[src/rtl/hbs_pkg.sv]
package hbs_pkg;

  localparam int NUM_LEGS = 2;

  typedef enum logic [1:0] {
    MODE_ANTI    = 2'd0,
    MODE_SIGNMAG = 2'd1,
    MODE_BRAKE   = 2'd2,
    MODE_COAST   = 2'd3
  } drive_mode_e;

  typedef struct packed {
    logic en;
    logic in;
  } leg_cmd_t;

  localparam leg_cmd_t LEG_OFF  = '{en: 1'b0, in: 1'b0};
  localparam leg_cmd_t LEG_PARK = '{en: 1'b0, in: 1'b1};
  localparam leg_cmd_t LEG_LOW  = '{en: 1'b1, in: 1'b0};
  localparam leg_cmd_t LEG_HIGH = '{en: 1'b1, in: 1'b1};

endpackage

[src/rtl/hbs_cfg_sync.sv]
module hbs_cfg_sync
  import hbs_pkg::*;
(
  input  logic        clk,
  input  logic        rst_n,
  input  logic        pwm_i,
  input  logic        dir_i,
  input  logic [1:0]  mode_i,
  output logic        pwm_o,
  output drive_mode_e act_mode_o,
  output logic        act_dir_o,
  output logic        blank_o
);

  logic        pwm_q, pwm_qq;
  drive_mode_e mode_q;
  logic        dir_q;
  drive_mode_e act_mode;
  logic        act_dir;
  logic        req_dir_eff;
  logic        period_start;

  // direction matters only for sign-magnitude requests
  assign req_dir_eff  = (mode_q == MODE_SIGNMAG) ? dir_q : 1'b0;
  assign period_start = pwm_q & ~pwm_qq;
  assign blank_o      = period_start &&
                        ((mode_q != act_mode) || (req_dir_eff != act_dir));

  always_ff @(posedge clk or negedge rst_n) begin
    if (!rst_n) begin
      pwm_q    <= 1'b0;
      pwm_qq   <= 1'b0;
      mode_q   <= MODE_COAST;
      dir_q    <= 1'b0;
      act_mode <= MODE_COAST;
      act_dir  <= 1'b0;
    end else begin
      pwm_q  <= pwm_i;
      pwm_qq <= pwm_q;
      mode_q <= drive_mode_e'(mode_i);
      dir_q  <= dir_i;
      if (blank_o) begin
        act_mode <= mode_q;
        act_dir  <= req_dir_eff;
      end
    end
  end

  assign pwm_o      = pwm_q;
  assign act_mode_o = act_mode;
  assign act_dir_o  = act_dir;

  // the active setting moves only right after a PWM period start
  assert_cfg_on_boundary_R2: assert property (@(posedge clk) disable iff (!rst_n)
    (!$stable(act_mode) || !$stable(act_dir)) |-> $past(pwm_q && !pwm_qq));

  // a change adopts exactly the registered request
  assert_cfg_adopts_request_R2: assert property (@(posedge clk) disable iff (!rst_n)
    $past(blank_o) |-> (act_mode == $past(mode_q)));

endmodule

[src/rtl/hbs_steer.sv]
module hbs_steer
  import hbs_pkg::*;
(
  input  drive_mode_e                 mode_i,
  input  logic                        dir_i,
  input  logic                        pwm_i,
  input  logic                        blank_i,
  output leg_cmd_t [NUM_LEGS-1:0]     req_o
);

  for (genvar g = 0; g < NUM_LEGS; g++) begin : g_leg
    localparam logic LEG_ID = (g != 0);
    leg_cmd_t req;

    always_comb begin
      req = LEG_OFF;
      if (!blank_i) begin
        unique case (mode_i)
          MODE_ANTI:    req = (pwm_i ^ LEG_ID) ? LEG_HIGH : LEG_LOW;
          MODE_SIGNMAG: begin
            if (dir_i == LEG_ID) req = LEG_HIGH;
            else                 req = pwm_i ? LEG_LOW : LEG_PARK;
          end
          MODE_BRAKE:   req = LEG_LOW;
          default:      req = LEG_OFF;
        endcase
      end
    end

    assign req_o[g] = req;
  end

endmodule

[src/rtl/hbs_leg_guard.sv]
module hbs_leg_guard
  import hbs_pkg::*;
#(
  parameter int MIN_LOW = 8
) (
  input  logic     clk,
  input  logic     rst_n,
  input  leg_cmd_t req_i,
  output leg_cmd_t cmd_o
);

  localparam int             CNT_W   = $clog2(MIN_LOW + 1);
  localparam logic [CNT_W-1:0] MIN_CNT = CNT_W'(MIN_LOW);

  leg_cmd_t         cmd_q;
  leg_cmd_t         grant;
  logic [CNT_W-1:0] low_cnt;
  logic             charged;

  assign charged = (low_cnt == MIN_CNT);

  always_comb begin
    grant = req_i;
    if (req_i == LEG_HIGH && cmd_q != LEG_HIGH && !charged)
      grant = LEG_LOW;
  end

  always_ff @(posedge clk or negedge rst_n) begin
    if (!rst_n) begin
      cmd_q   <= LEG_OFF;
      low_cnt <= '0;
    end else begin
      cmd_q <= grant;
      if (grant == LEG_HIGH)
        low_cnt <= '0;
      else if (grant == LEG_LOW && !charged)
        low_cnt <= low_cnt + 1'b1;
    end
  end

  assign cmd_o = cmd_q;

  // independent tally of low-side cycles seen at the output
  logic [CNT_W-1:0] seen_low;
  always_ff @(posedge clk or negedge rst_n) begin
    if (!rst_n)                 seen_low <= '0;
    else if (cmd_q == LEG_HIGH) seen_low <= '0;
    else if (cmd_q == LEG_LOW && seen_low != MIN_CNT)
      seen_low <= seen_low + 1'b1;
  end

  // every entry into the upper state follows a full recharge
  assert_recharge_before_high_R9: assert property (@(posedge clk) disable iff (!rst_n)
    (cmd_q == LEG_HIGH && $past(cmd_q) != LEG_HIGH) |-> (seen_low == MIN_CNT));

endmodule

[src/rtl/hbridge_pwm_steer.sv]
module hbridge_pwm_steer
  import hbs_pkg::*;
#(
  parameter int MIN_LOW = 8
) (
  input  logic       clk,
  input  logic       rst_n,
  input  logic       pwm_i,
  input  logic       dir_i,
  input  logic [1:0] mode_i,
  output logic       in_a_o,
  output logic       en_a_o,
  output logic       in_b_o,
  output logic       en_b_o
);

  logic                    pwm_s;
  drive_mode_e             act_mode;
  logic                    act_dir;
  logic                    blank;
  leg_cmd_t [NUM_LEGS-1:0] req;
  leg_cmd_t [NUM_LEGS-1:0] cmd;

  hbs_cfg_sync u_sync (
    .clk        (clk),
    .rst_n      (rst_n),
    .pwm_i      (pwm_i),
    .dir_i      (dir_i),
    .mode_i     (mode_i),
    .pwm_o      (pwm_s),
    .act_mode_o (act_mode),
    .act_dir_o  (act_dir),
    .blank_o    (blank)
  );

  hbs_steer u_steer (
    .mode_i  (act_mode),
    .dir_i   (act_dir),
    .pwm_i   (pwm_s),
    .blank_i (blank),
    .req_o   (req)
  );

  for (genvar g = 0; g < NUM_LEGS; g++) begin : g_guard
    hbs_leg_guard #(.MIN_LOW(MIN_LOW)) u_leg (
      .clk   (clk),
      .rst_n (rst_n),
      .req_i (req[g]),
      .cmd_o (cmd[g])
    );
  end

  assign en_a_o = cmd[0].en;
  assign in_a_o = cmd[0].in;
  assign en_b_o = cmd[1].en;
  assign in_b_o = cmd[1].in;

  // reset holds both drivers disabled
  assert_reset_disabled_R1: assert property (@(posedge clk)
    !rst_n |-> (!en_a_o && !en_b_o));

  // a setting change produces one all-off cycle
  assert_change_gap_R2: assert property (@(posedge clk) disable iff (!rst_n)
    (!$stable(act_mode) || !$stable(act_dir)) |->
      (!en_a_o && !in_a_o && !en_b_o && !in_b_o));

  // steady anti-phase keeps both drivers enabled
  assert_anti_enabled_R3: assert property (@(posedge clk) disable iff (!rst_n)
    (act_mode == MODE_ANTI && $stable(act_mode)) |-> (en_a_o && en_b_o));

  // a gated-off leg in sign-magnitude mode parks its input high
  assert_park_high_R6: assert property (@(posedge clk) disable iff (!rst_n)
    (act_mode == MODE_SIGNMAG && $stable(act_mode) && $stable(act_dir)) |->
      ((en_a_o || in_a_o) && (en_b_o || in_b_o)));

  // steady brake shorts the winding through both lower devices
  assert_brake_lows_R7: assert property (@(posedge clk) disable iff (!rst_n)
    (act_mode == MODE_BRAKE && $stable(act_mode)) |->
      (en_a_o && !in_a_o && en_b_o && !in_b_o));

endmodule

[config.mk]
export PLATFORM = sky130hd
export DESIGN_NAME = hbridge_pwm_steer
export DESIGN_NICKNAME = d
export VERILOG_FILES = /design/src/rtl/hbs_pkg.sv /design/src/rtl/hbs_cfg_sync.sv /design/src/rtl/hbs_steer.sv /design/src/rtl/hbs_leg_guard.sv /design/src/rtl/hbridge_pwm_steer.sv
export SDC_FILE = /design/constraint.sdc
export NUM_CORES = 1
export LEC_CHECK = 0
export ABC_AREA = 1
export BUFFER_PORTS_ARGS = -buffer_cell sky130_fd_sc_hd__buf_4
export CAP_MARGIN = 20
export CORE_MARGIN = 3
export CORE_UTILIZATION = 60
export CTS_BUF_LIST = sky130_fd_sc_hd__clkbuf_16
export DETAILED_ROUTE_END_ITERATION = 6
export GPL_TIMING_DRIVEN = 0
export PLACE_DENSITY_LB_ADDON = 0.08
export SLEW_MARGIN = 10
export SYNTH_ARGS = -nofsm -noshare
export SYNTH_HDL_FRONTEND = slang
export SYNTH_SLANG_ARGS = --single-unit
[constraint.sdc]
create_clock -name clk -period 3.4 [get_ports clk]
set_input_delay 0.17 -clock clk [delete_from_list [all_inputs] [get_ports clk]]
set_output_delay 0.17 -clock clk [all_outputs]
set_load 0.005 [all_outputs]
==> results of run 1 <==
## report_power, final
part           switching (µW)  internal, µW  total (µW)
clock                    76.3           156         232
sequential               72.8           315         388
combinational             182           134         315
total                     331           605         935
## cells in the mapped netlist, drive strengths merged
library cell  count
o211ai            4
xor2              4
or2               1
inv              18
buf               1
nand4             3
nor2              6
ha                4
dfstp             4
dfrtp            16
nand3            12
o21a              1
nand2            41
o21ai             5
nand3b            1
## cell families after synthesis
kind of cell             Yosys count  share of synthesized area
flip-flops                        20                      0.491
AO/OA/AOI/OAI                     10                     0.0803
buffers and inverters             19                     0.0766
AND/OR/NAND/NOR                   64                      0.269
adder cells (fa/ha/maj)            4                     0.0487
XOR/XNOR                           4                     0.0341
## per-layer routing
metal	share of wire	routed length [µm]
met1	0.43	813
met2	0.52	985
met4	0.0053	10
met5	0	0
met3	0.047	89
## worst max path at each step
stage	from	to	slack, ns	depth (start not counted)
finish	u_sync.act_mode_o[0]$_DFFE_PN1P_	g_guard[0].u_leg.cmd_o[0]$_DFF_PN0_	1.78	10
global route	u_sync.act_mode_o[0]$_DFFE_PN1P_	g_guard[0].u_leg.cmd_o[0]$_DFF_PN0_	1.65	10
CTS	u_sync.act_mode_o[0]$_DFFE_PN1P_	g_guard[0].u_leg.cmd_o[0]$_DFF_PN0_	1.77	10
detailed placement	u_sync.act_mode_o[0]$_DFFE_PN1P_	g_guard[0].u_leg.cmd_o[0]$_DFF_PN0_	1.78	10
global placement	g_guard[1].u_leg.low_cnt[0]$_DFFE_PN0P_	g_guard[1].u_leg.low_cnt[1]$_DFFE_PN0P_	1.83	8
floorplan	g_guard[1].u_leg.low_cnt[0]$_DFFE_PN0P_	g_guard[1].u_leg.low_cnt[0]$_DFFE_PN0P_	1.96	8
## metrics by stage
stage	std cells	power, µW	setup slack (ns)
detailed placement	146	704	1.78
global route	151	1010	1.65
CTS	151	946	1.77
floorplan	121	610	1.96
global placement	146	679	1.83
finish	151	935	1.78
## worst max-delay path: cells and delay by family (launching register included)
| kind | cells | cell delay (ns) |
|---|---|---|
| simple gates | 6 | 0.47 |
| buf+inv | 3 | 0.28 |
| flops | 1 | 0.60 |
| compound gates | 1 | 0.16 |
## sequential cells by signal, summed over array words and instances, names as in the netlist
signal                 cells
g_guard.u_leg.low_cnt      8
g_guard.u_leg.cmd_o        4
u_sync.act_mode_o          2
u_sync.mode_q              2
u_sync.act_dir_o           1
u_sync.dir_q               1
u_sync.pwm_o               1
u_sync.pwm_qq              1
## layout make-up
class,count,area [µm²]
multi-input combinational,82,444
inverter,18,67.6
buffer,1,11.3
timing repair buffer,10,77.6
tap,16,20.0
sequential,20,505
clock inverter,1,3.75
clock buffer,3,75.1
fill,104,354
==> metrics.md, run 1 <==
| Metric | Value |
|---|---|
| CP startpoint kind | flop |
| Placed Area | 1120 µm² |
| First-pass GRT wire length | 3220 µm |
| PortBufs | 9 |
| Clock period minus worst slack | 1.62 ns |
| Status | finished, final reports clean |
| FP Rows | 14 |
| Met2 usage | 0.345 |
| Cell count after synthesis | 121 |
| Type of the worst min-delay path | input port to flop |
| GR peak layer | met2 |
| # resized after CTS | 0 |
| Reg2reg end | g_guard[0].u_leg.cmd_o[0]$_DFF_PN0_ |
| Die Y | 47.4 µm |
| CTS H-Tree Depth | 1 |
| Clock root cell | clkbuf_16 |
| Vias post-DR | 822 |
| Syn Nets | 131 |
| Hold path startpoint | pwm_i |
| Num CTS Buffers | 3 |
| Hold_buf cts | 1 |
| GPL Wtd Cong | 0.764 |
| #FFs+latches synth | 20 |
| Crit-path max FO | 10 |
| Largest area contributor in the netlist | dfrtp_1 |
| Vias in the first global route | 790 |
| Worst Skew | 0.00136 ns |
| Setup Fix Bufs, Post-CTS | 0 |
| Worst ir drop on vdd | 0.541 mV |
| Hold path endpoint | u_sync.pwm_o$_DFF_PN0_ |
| WL final | 1900 µm |
| Syn avg cell area | 8.50 µm² |
| Synth top area share | 0.389 |
| Initial Util | 0.660 |
| Fin. max-slew vios | 0 |
| CP Class | flop to flop |
| CP max stage delay | 0.60 ns |
| Area growth, synth to finish | 17.2% |
| Final hold vios | 0 |
| DR pass1 iterations | 4 |
| Synthesized cell area | 1030 µm² |
| Clk Latency, worst-skew pair | 0.24 ns |
| Clock Tree Buf Depth | 2 |
| Hold path cells | 1 |
| Fin crit share | 0.476 |
| Slowest cell on crit path | dfstp_2 |
| Critical Path AT | 1.75 ns |
| R2R cell count | 10 |
| Post-synthesis sequential area ratio | 0.491 |
| Core Region | 1560 µm² |
| I/O pin cnt | 10 |
| Post-DR vias/cell | 5.44 |
| Final TNS setup | 0 ns |
| Fin util | 0.773 |
| Final setup viols | 0 |
| WHS | 0.0293 ns |
| Drt wl/cell | 12.6 µm |
| CTS tree | done |
| Most common cell after layout, fill and taps aside | nand2_1 |
| Slew margin rel. | 0.687 |
| Internal reg-to-reg setup slack | 1.78 ns |
| Final Instance Area | 1200 µm² |
| DRC | 0 |
| DIE AREA | 2250 µm² |
| Crit-path cells | inv_2 > nand2_1 > nand2_1 > nor2_1 > nand2_1 > nand2_2 > buf_6 > nand2_2 > o211ai_2 > inv_1 |
| Final #Nets | 146 |
| Die W | 47.4 µm |
| GRT Total Usage | 0.204 |
| Clk sinks | 20 |
| Global Route met3 Usage | 0.0460 |
| ANT nets after route | 0 |
| Fraction of layout cells with a size suffix above 1 | 0.207 |
| Worst R2R Start | u_sync.act_mode_o[0]$_DFFE_PN1P_ |
| Max Clock Freq | 617 MHz |
| Critical Path RT | 3.53 ns |
| Largest net degree at the start of global routing | 21 |
| Cell variety after synth | 18 |
| Commonest cells after routing, fill and taps aside | nand2_1 (38), inv_1 (16), dfrtp_1 (16), nand3_1 (12), buf_4 (9) |
| Top cell by count, worst path | nand2_1 |
| Dpl hpwl | 1420 µm |
| Largest cells by area after synthesis | dfrtp_1 (39%), nand2_1 (14%), dfstp_2 (10%) |
| Setup crit end kind | flop |
| Initial antenna violation count | 0 |
| Initial drt markers | 14 |
| Number of diodes | 0 |
| Reg clk slew, reported paths | 0.05 ns |
| Pwr dens | 776 nW/µm² |
| Leak | 0.000665 µW |
| Max-cap violation count | 0 |
| Total grt overflow | 0 |
| Worst slew pin tran | 0.465 ns |
| RSZ-0062 raised after global routing | no |
| YS warnings | 0 |
| Global Route met1 Usage | 0.252 |
Note: power is estimated with default switching activity, not from simulation.
==> inputs of run 2 (changes only) <==
CORE_UTILIZATION = 56   (was 60)
clock period = 1.5 ns   (was 3.4 ns; I/O delays follow)
==> run 2 against run 1 <==
  * The run now ends with negative setup slack left
  * Final cell count rose by 13%
  * Clock power is 140% higher
  * Worst hold slack gained 0.20 ns
  * Die area grew 6.2%
  * Utilization rose by 8.8 points
  * First-iteration DRC count up 43%
  * Setup slack lost 1.9 ns
  * Sequential power grew 120%
  * Fmax is 0.47% lower
  * Non-clock buffer count grew 12
  * Via count grew 17%
  * Critical endpoint is now g_guard[1].u_leg.low_cnt[2]$_DFFE_PN0P_
  * Largest power group is now combinational cells
==> metrics.md, run 2 (synthesis gave the netlist of run 1 again) <==
| Metric | Value |
|---|---|
| Slew margin rel. | 0.714 (was 0.687) |
| Area growth, synth to finish | 34.9% (was 17.2%) |
| Max-cap violation count | 0 (unchanged) |
| Die Y | 48.9 µm (was 47.4 µm) |
| DR pass1 iterations | 4 (unchanged) |
| Fin worst setup slack | -0.127 ns (was 1.78 ns) |
| Clock root cell | clkbuf_16 (unchanged) |
| Max Clock Freq | 615 MHz (was 617 MHz) |
| Clk sinks | 20 (unchanged) |
| CTS tree | done (unchanged) |
| Number of diodes | 0 (unchanged) |
| Initial Util | 0.638 (was 0.660) |
| Type of the worst min-delay path | input port to async pin (was input port to flop) |
| Commonest cells after routing, fill and taps aside | nand2_1 (33), dfrtp_1 (16), inv_1 (14), buf_4 (14), nand3_1 (10) (was nand2_1 (38), inv_1 (16), dfrtp_1 (16), nand3_1 (12), buf_4 (9)) |
| ANT nets after route | 0 (unchanged) |
| Most common cell after layout, fill and taps aside | nand2_1 (unchanged) |
| Largest net degree at the start of global routing | 21 (unchanged) |
| Die W | 48.9 µm (was 47.4 µm) |
| Core Region | 1610 µm² (was 1560 µm²) |
| GPL Wtd Cong | 0.762 (was 0.764) |
| Placed Area | 1130 µm² (was 1120 µm²) |
| DRC | 0 (unchanged) |
| Critical Path RT | 1.64 ns (was 3.53 ns) |
| FP Rows | 14 (unchanged) |
| Final Instance Area | 1390 µm² (was 1200 µm²) |
| Num CTS Buffers | 3 (unchanged) |
| GRT Total Usage | 0.219 (was 0.204) |
| Reg clk slew, reported paths | 0.06 ns (was 0.05 ns) |
| Initial antenna violation count | 0 (unchanged) |
| I/O pin cnt | 10 (unchanged) |
| Clock Tree Buf Depth | 2 (unchanged) |
| Leak | 0.000729 µW (was 0.000665 µW) |
| WL final | 2690 µm (was 1900 µm) |
| RSZ-0062 raised after global routing | yes (was no) |
| Post-DR vias/cell | 5.63 (was 5.44) |
| Setup crit end kind | flop (unchanged) |
| Setup WS pre-CTS | -0.0948 ns (was 1.78 ns) |
| CP startpoint kind | flop (unchanged) |
| Fin crit share | 1.08 (was 0.476) |
| Fill cells | 86 (was 104) |
| Total grt overflow | 0 (unchanged) |
| Dpl hpwl | 1410 µm (was 1420 µm) |
| Crit-path max FO | 5 (was 10) |
| CP Class | flop to flop (unchanged) |
| Final Power | 2430 µW (was 935 µW) |
| DIE AREA | 2390 µm² (was 2250 µm²) |
| Final hold vios | 0 (unchanged) |
| Worst Skew | 0.00283 ns (was 0.00136 ns) |
| Clk Latency, worst-skew pair | 0.25 ns (was 0.24 ns) |
| Vias post-DR | 962 (was 822) |
| Worst slew pin tran | 0.427 ns (was 0.465 ns) |
| Drt wl/cell | 15.8 µm (was 12.6 µm) |
| Critical Path AT | 1.77 ns (was 1.75 ns) |
| Initial drt markers | 20 (was 14) |
| Failing checks | negative setup slack |
| CTS H-Tree Depth | 1 (unchanged) |
| Fraction of layout cells with a size suffix above 1 | 0.313 (was 0.207) |
| Final setup viols | 13 (was 0) |
| Largest register FFs | 8 (unchanged) |
| Top reg by flops | g_guard.u_leg.low_cnt (unchanged) |
| Worst ir drop on vdd | 1.47 mV (was 0.541 mV) |
| Pwr dens | 1750 nW/µm² (was 776 nW/µm²) |
| Clock period minus worst slack | 1.63 ns (was 1.62 ns) |
| Status | complete, but fails checks (was finished, final reports clean) |
| First-pass GRT wire length | 4010 µm (was 3220 µm) |
| Vias in the first global route | 927 (was 790) |
| PortBufs | 9 (unchanged) |
| Final #Nets | 158 (was 146) |
| Fin. max-slew vios | 0 (unchanged) |
[run 2: cell count changes in the layout (fill, tap and decap cells not counted), moves of 3 or more]
cell / before / now
dlygate4sd3_1: 1 / 5
o21ai_0: 4 / 0
nand2_1: 38 / 33
buf_4: 9 / 14
buf_6: 1 / 4
o21ai_1: 1 / 4
nand2_2: 3 / 7
[run 2: report_power, final]
part	internal [µW]	switching, µW
clock network	355	198
logic	444	563
registers	713	158
total	1510	919
[run 2: what timing repair did]
| action | 4_1_cts | 5_1_grt |
|---|---|---|
| buffers inserted | 5 | 3 |
| endpoints found under the hold margin | 24 | 0 |
| endpoints found under the setup margin | 10 | 13 |
| pin swaps | 12 | 13 |
| gates resized for setup | 9 | 13 |
| hold buffers | 5 | 0 |
[run 2: critical path, cell delays in order, from the launching register on]
cell and delay (ns):
dfstp_2 0.56, nand3_1 0.13, nand2_1 0.12, nand2_1 0.07, nand2_2 0.08, nand2_4 0.08
buf_6 0.14, o211ai_4 0.09, inv_2 0.09, nand3_1 0.10, nand2_1 0.06
[run 2: layer usage]
layer  vias to the layer above  track usage  share of wire
met1                       457        0.245           0.37
met3                        10       0.0336          0.060
met5                         -            0              0
met4                         0        0.109          0.020
li1                        438            -              -
met2                        57        0.400           0.55
[run 2: layout make-up]
type / instances / area (µm²) / area share
clock inverters: 1 / 3.75 / 0.00271
clock buffers: 3 / 75.1 / 0.0541
well taps: 24 / 30.0 / 0.0216
flip-flops and latches: 20 / 505 / 0.364
repair buffers: 22 / 189 / 0.136
inverters: 18 / 67.6 / 0.0487
multi-input cells: 82 / 505 / 0.364
plain buffers: 1 / 11.3 / 0.00812
[run 2: path summary, 6_finish.rpt]
| path | start | to | slack (ns) | cells past startpoint |
|---|---|---|---|---|
| setup / recovery | u_sync.mode_q[0]$_DFF_PN1_ | g_guard[1].u_leg.low_cnt[2]$_DFFE_PN0P_ | -0.13 | 10 |
| hold / removal | rst_n | g_guard[1].u_leg.low_cnt[3]$_DFFE_PN0P_ | 0.23 | 2 |
| setup reg to reg | u_sync.mode_q[0]$_DFF_PN1_ | g_guard[1].u_leg.low_cnt[2]$_DFFE_PN0P_ | -0.13 | 10 |
| hold reg to reg | u_sync.pwm_o$_DFF_PN0_ | u_sync.pwm_qq$_DFF_PN0_ | 0.53 | 0 |
| max in group asynchronous | rst_n | u_sync.mode_q[0]$_DFF_PN1_ | 1.00 | 2 |
| min in group clk | pwm_i | u_sync.pwm_o$_DFF_PN0_ | 0.47 | 2 |
[run 2: metrics by stage]
step | cells | util | setup TNS [ns] | hold WS, ns
5_1_grt | 171 | 0.861 | -2.56 | 0.256
3_3_place_gp | 154 | 0.699 | -0.294 | -0.0388
4_1_cts | 168 | 0.821 | -0.356 | 0.245
6_report | 171 | 0.861 | -0.991 | 0.234
3_5_place_dp | 154 | 0.699 | -0.597 | -0.0346
2_1_floorplan | 121 | - | 0 | -0.221
==> inputs of run 3 (changes only) <==
SETUP_SLACK_MARGIN = 0.2   (was unset)
TNS_END_PERCENT = 1   (was unset)
==> run 3 against run 2 <==
  * The flow still finishes with violations (negative setup slack)
  * Final cell count shrank 1.2%
  * Wire length down 21%
  * Via count shrank 13%
  * Critical endpoint is now g_guard[1].u_leg.low_cnt[1]$_DFFE_PN0P_
==> metrics.md, run 3 (synthesis gave the netlist of run 1 again) <==
| Metric | Value |
|---|---|
| Number of diodes | 0 (unchanged) |
| CP Class | flop to flop (unchanged) |
| Leak | 0.000716 µW (was 0.000729 µW) |
| DRC | 0 (unchanged) |
| DIE AREA | 2390 µm² (unchanged) |
| Area growth, synth to finish | 31.3% (was 34.9%) |
| Total grt overflow | 0 (unchanged) |
| Initial antenna violation count | 0 (unchanged) |
| DR pass1 iterations | 4 (unchanged) |
| Final #Nets | 156 (was 158) |
| Core Region | 1610 µm² (unchanged) |
| Die Y | 48.9 µm (unchanged) |
| Num CTS Buffers | 3 (unchanged) |
| Clock root cell | clkbuf_16 (unchanged) |
| Worst slew pin tran | 0.403 ns (was 0.427 ns) |
| Reg clk slew, reported paths | 0.05 ns (was 0.06 ns) |
| Worst Skew | 0.00515 ns (was 0.00283 ns) |
| I/O pin cnt | 10 (unchanged) |
| Clk sinks | 20 (unchanged) |
| Vias in the first global route | 840 (was 927) |
| GPL Wtd Cong | 0.762 (about the same) |
| GRT Total Usage | 0.201 (was 0.219) |
| CP startpoint | u_sync.act_mode_o[1]$_DFFE_PN1P_ (was u_sync.mode_q[0]$_DFF_PN1_) |
| Die W | 48.9 µm (unchanged) |
| Worst ir drop on vdd | 1.23 mV (was 1.47 mV) |
| Worst R2R Start | u_sync.act_mode_o[1]$_DFFE_PN1P_ (was u_sync.mode_q[0]$_DFF_PN1_) |
| WL final | 2130 µm (was 2690 µm) |
| Failing checks | negative setup slack (unchanged) |
| Slew margin rel. | 0.729 (was 0.714) |
| Initial Util | 0.638 (unchanged) |
| Clock period minus worst slack | 1.57 ns (was 1.63 ns) |
| Fin worst setup slack | -0.0687 ns (was -0.127 ns) |
| CTS H-Tree Depth | 1 (unchanged) |
| ANT nets after route | 0 (unchanged) |
| Commonest cells after routing, fill and taps aside | nand2_1 (35), dfrtp_1 (16), buf_4 (13), inv_1 (12), nand3_1 (10) (was nand2_1 (33), dfrtp_1 (16), inv_1 (14), buf_4 (14), nand3_1 (10)) |
| Pwr dens | 1680 nW/µm² (was 1750 nW/µm²) |
| Dpl hpwl | 1290 µm (was 1410 µm) |
| Largest register FFs | 8 (unchanged) |
| Final setup viols | 10 (was 13) |
| Largest net degree at the start of global routing | 21 (unchanged) |
| Fin. max-slew vios | 0 (unchanged) |
| CP startpoint kind | flop (unchanged) |
| RSZ-0062 raised after global routing | yes (unchanged) |
| Fin crit share | 1.05 (was 1.08) |
| Final hold vios | 0 (unchanged) |
| Most common cell after layout, fill and taps aside | nand2_1 (unchanged) |
| Post-DR vias/cell | 4.95 (was 5.63) |
| Critical Path RT | 1.64 ns (about the same) |
| Clk Latency, worst-skew pair | 0.25 ns (about the same) |
| Critical Path AT | 1.71 ns (was 1.77 ns) |
| Clock Tree Buf Depth | 2 (unchanged) |
| Max-cap violation count | 0 (unchanged) |
| Fraction of layout cells with a size suffix above 1 | 0.297 (was 0.313) |
| Placed Cells | 154 (unchanged) |
| CTS tree | done (unchanged) |
| Max Clock Freq | 637 MHz (was 615 MHz) |
| Vias post-DR | 837 (was 962) |
| R2R cell count | 9 (was 10) |
| Status | complete, but fails checks (unchanged) |
| First-pass GRT wire length | 3660 µm (was 4010 µm) |
| Initial drt markers | 24 (was 20) |
| FP Rows | 14 (unchanged) |
| Fin util | 0.838 (was 0.861) |
| Setup WS pre-CTS | -0.0624 ns (was -0.0948 ns) |
| Drt wl/cell | 12.6 µm (was 15.8 µm) |
| Layout Cells excl Fill | 169 (was 171) |
| Setup crit end kind | flop (unchanged) |
| Top reg by flops | g_guard.u_leg.low_cnt (unchanged) |
| Type of the worst min-delay path | input port to async pin (unchanged) |
| PortBufs | 9 (unchanged) |
| Crit-path max FO | 5 (unchanged) |
## run 3: changes by cell type in the layout (fill, tap and decap cells not counted), sizes merged
cell	change
buf	-2
## run 3: final timing paths
check / endpoint / slack [ns]
worst min-delay path: u_sync.act_dir_o$_DFFE_PN0P_ / 0.24
worst max-delay path: g_guard[1].u_leg.low_cnt[1]$_DFFE_PN0P_ / -0.07
worst min register to register: u_sync.pwm_qq$_DFF_PN0_ / 0.50
max in group asynchronous: u_sync.mode_q[1]$_DFF_PN1_ / 0.99
worst max register to register: g_guard[1].u_leg.low_cnt[1]$_DFFE_PN0P_ / -0.07
min in group clk: u_sync.dir_q$_DFF_PN0_ / 0.48
## run 3: routing by layer
| layer | up-vias | GRT usage | routed length [µm] |
|---|---|---|---|
| met5 | - | 0 | 0 |
| met4 | 0 | 0.0474 | 20 |
| met3 | 2 | 0.0612 | 96 |
| met2 | 19 | 0.364 | 1120 |
| met1 | 383 | 0.230 | 889 |
| li1 | 433 | - | - |
## run 3: what timing repair did
item                                   in CTS  in global routing
setup buffers                               5                  1
setup endpoints to repair                  15                 15
hold buffers                                5                  0
endpoints found under the hold margin      24                  0
resized for setup                          10                  8
pin swaps                                  11                  4
## run 3: cell type report
cell class | count | area, µm²
inverters | 18 | 67.6
well taps | 24 | 30.0
fillers | 103 | 262
repair buffers | 20 | 170
plain buffers | 1 | 11.3
clock buffers | 3 | 75.1
multi-input cells | 82 | 487
clock inverters | 1 | 3.75
flip-flops and latches | 20 | 505
## run 3: power by group
part | leakage, µW | internal (µW) | switching [µW] | total, µW
clock network | 0.0000385 | 354 | 176 | 530
logic | 0.000438 | 387 | 476 | 863
registers | 0.000239 | 714 | 161 | 875
total | 0.000716 | 1460 | 812 | 2270
## run 3: worst max-delay path: stages (launching register included)
cell	delay [ns]
dfstp_2	0.57
inv_2	0.06
nand2_1	0.05
nand2_1	0.05
nor2_1	0.10
nand2_1	0.10
nand2_4	0.11
nand4_1	0.20
nand3_1	0.16
nand2_1	0.06
## run 3: metrics by stage
stage / setup TNS (ns) / cell area, µm² / hold WS [ns] / power (µW)
after CTS: -0.128 / 1320 / 0.238 / 2230
final: -0.406 / 1350 / 0.237 / 2270
after floorplan: 0 / 1030 / -0.221 / 1390
after global routing: -1.50 / 1350 / 0.246 / 2440
after global placement: -0.0726 / 1130 / -0.0386 / 1540
after detailed placement: -0.364 / 1130 / -0.0382 / 1590
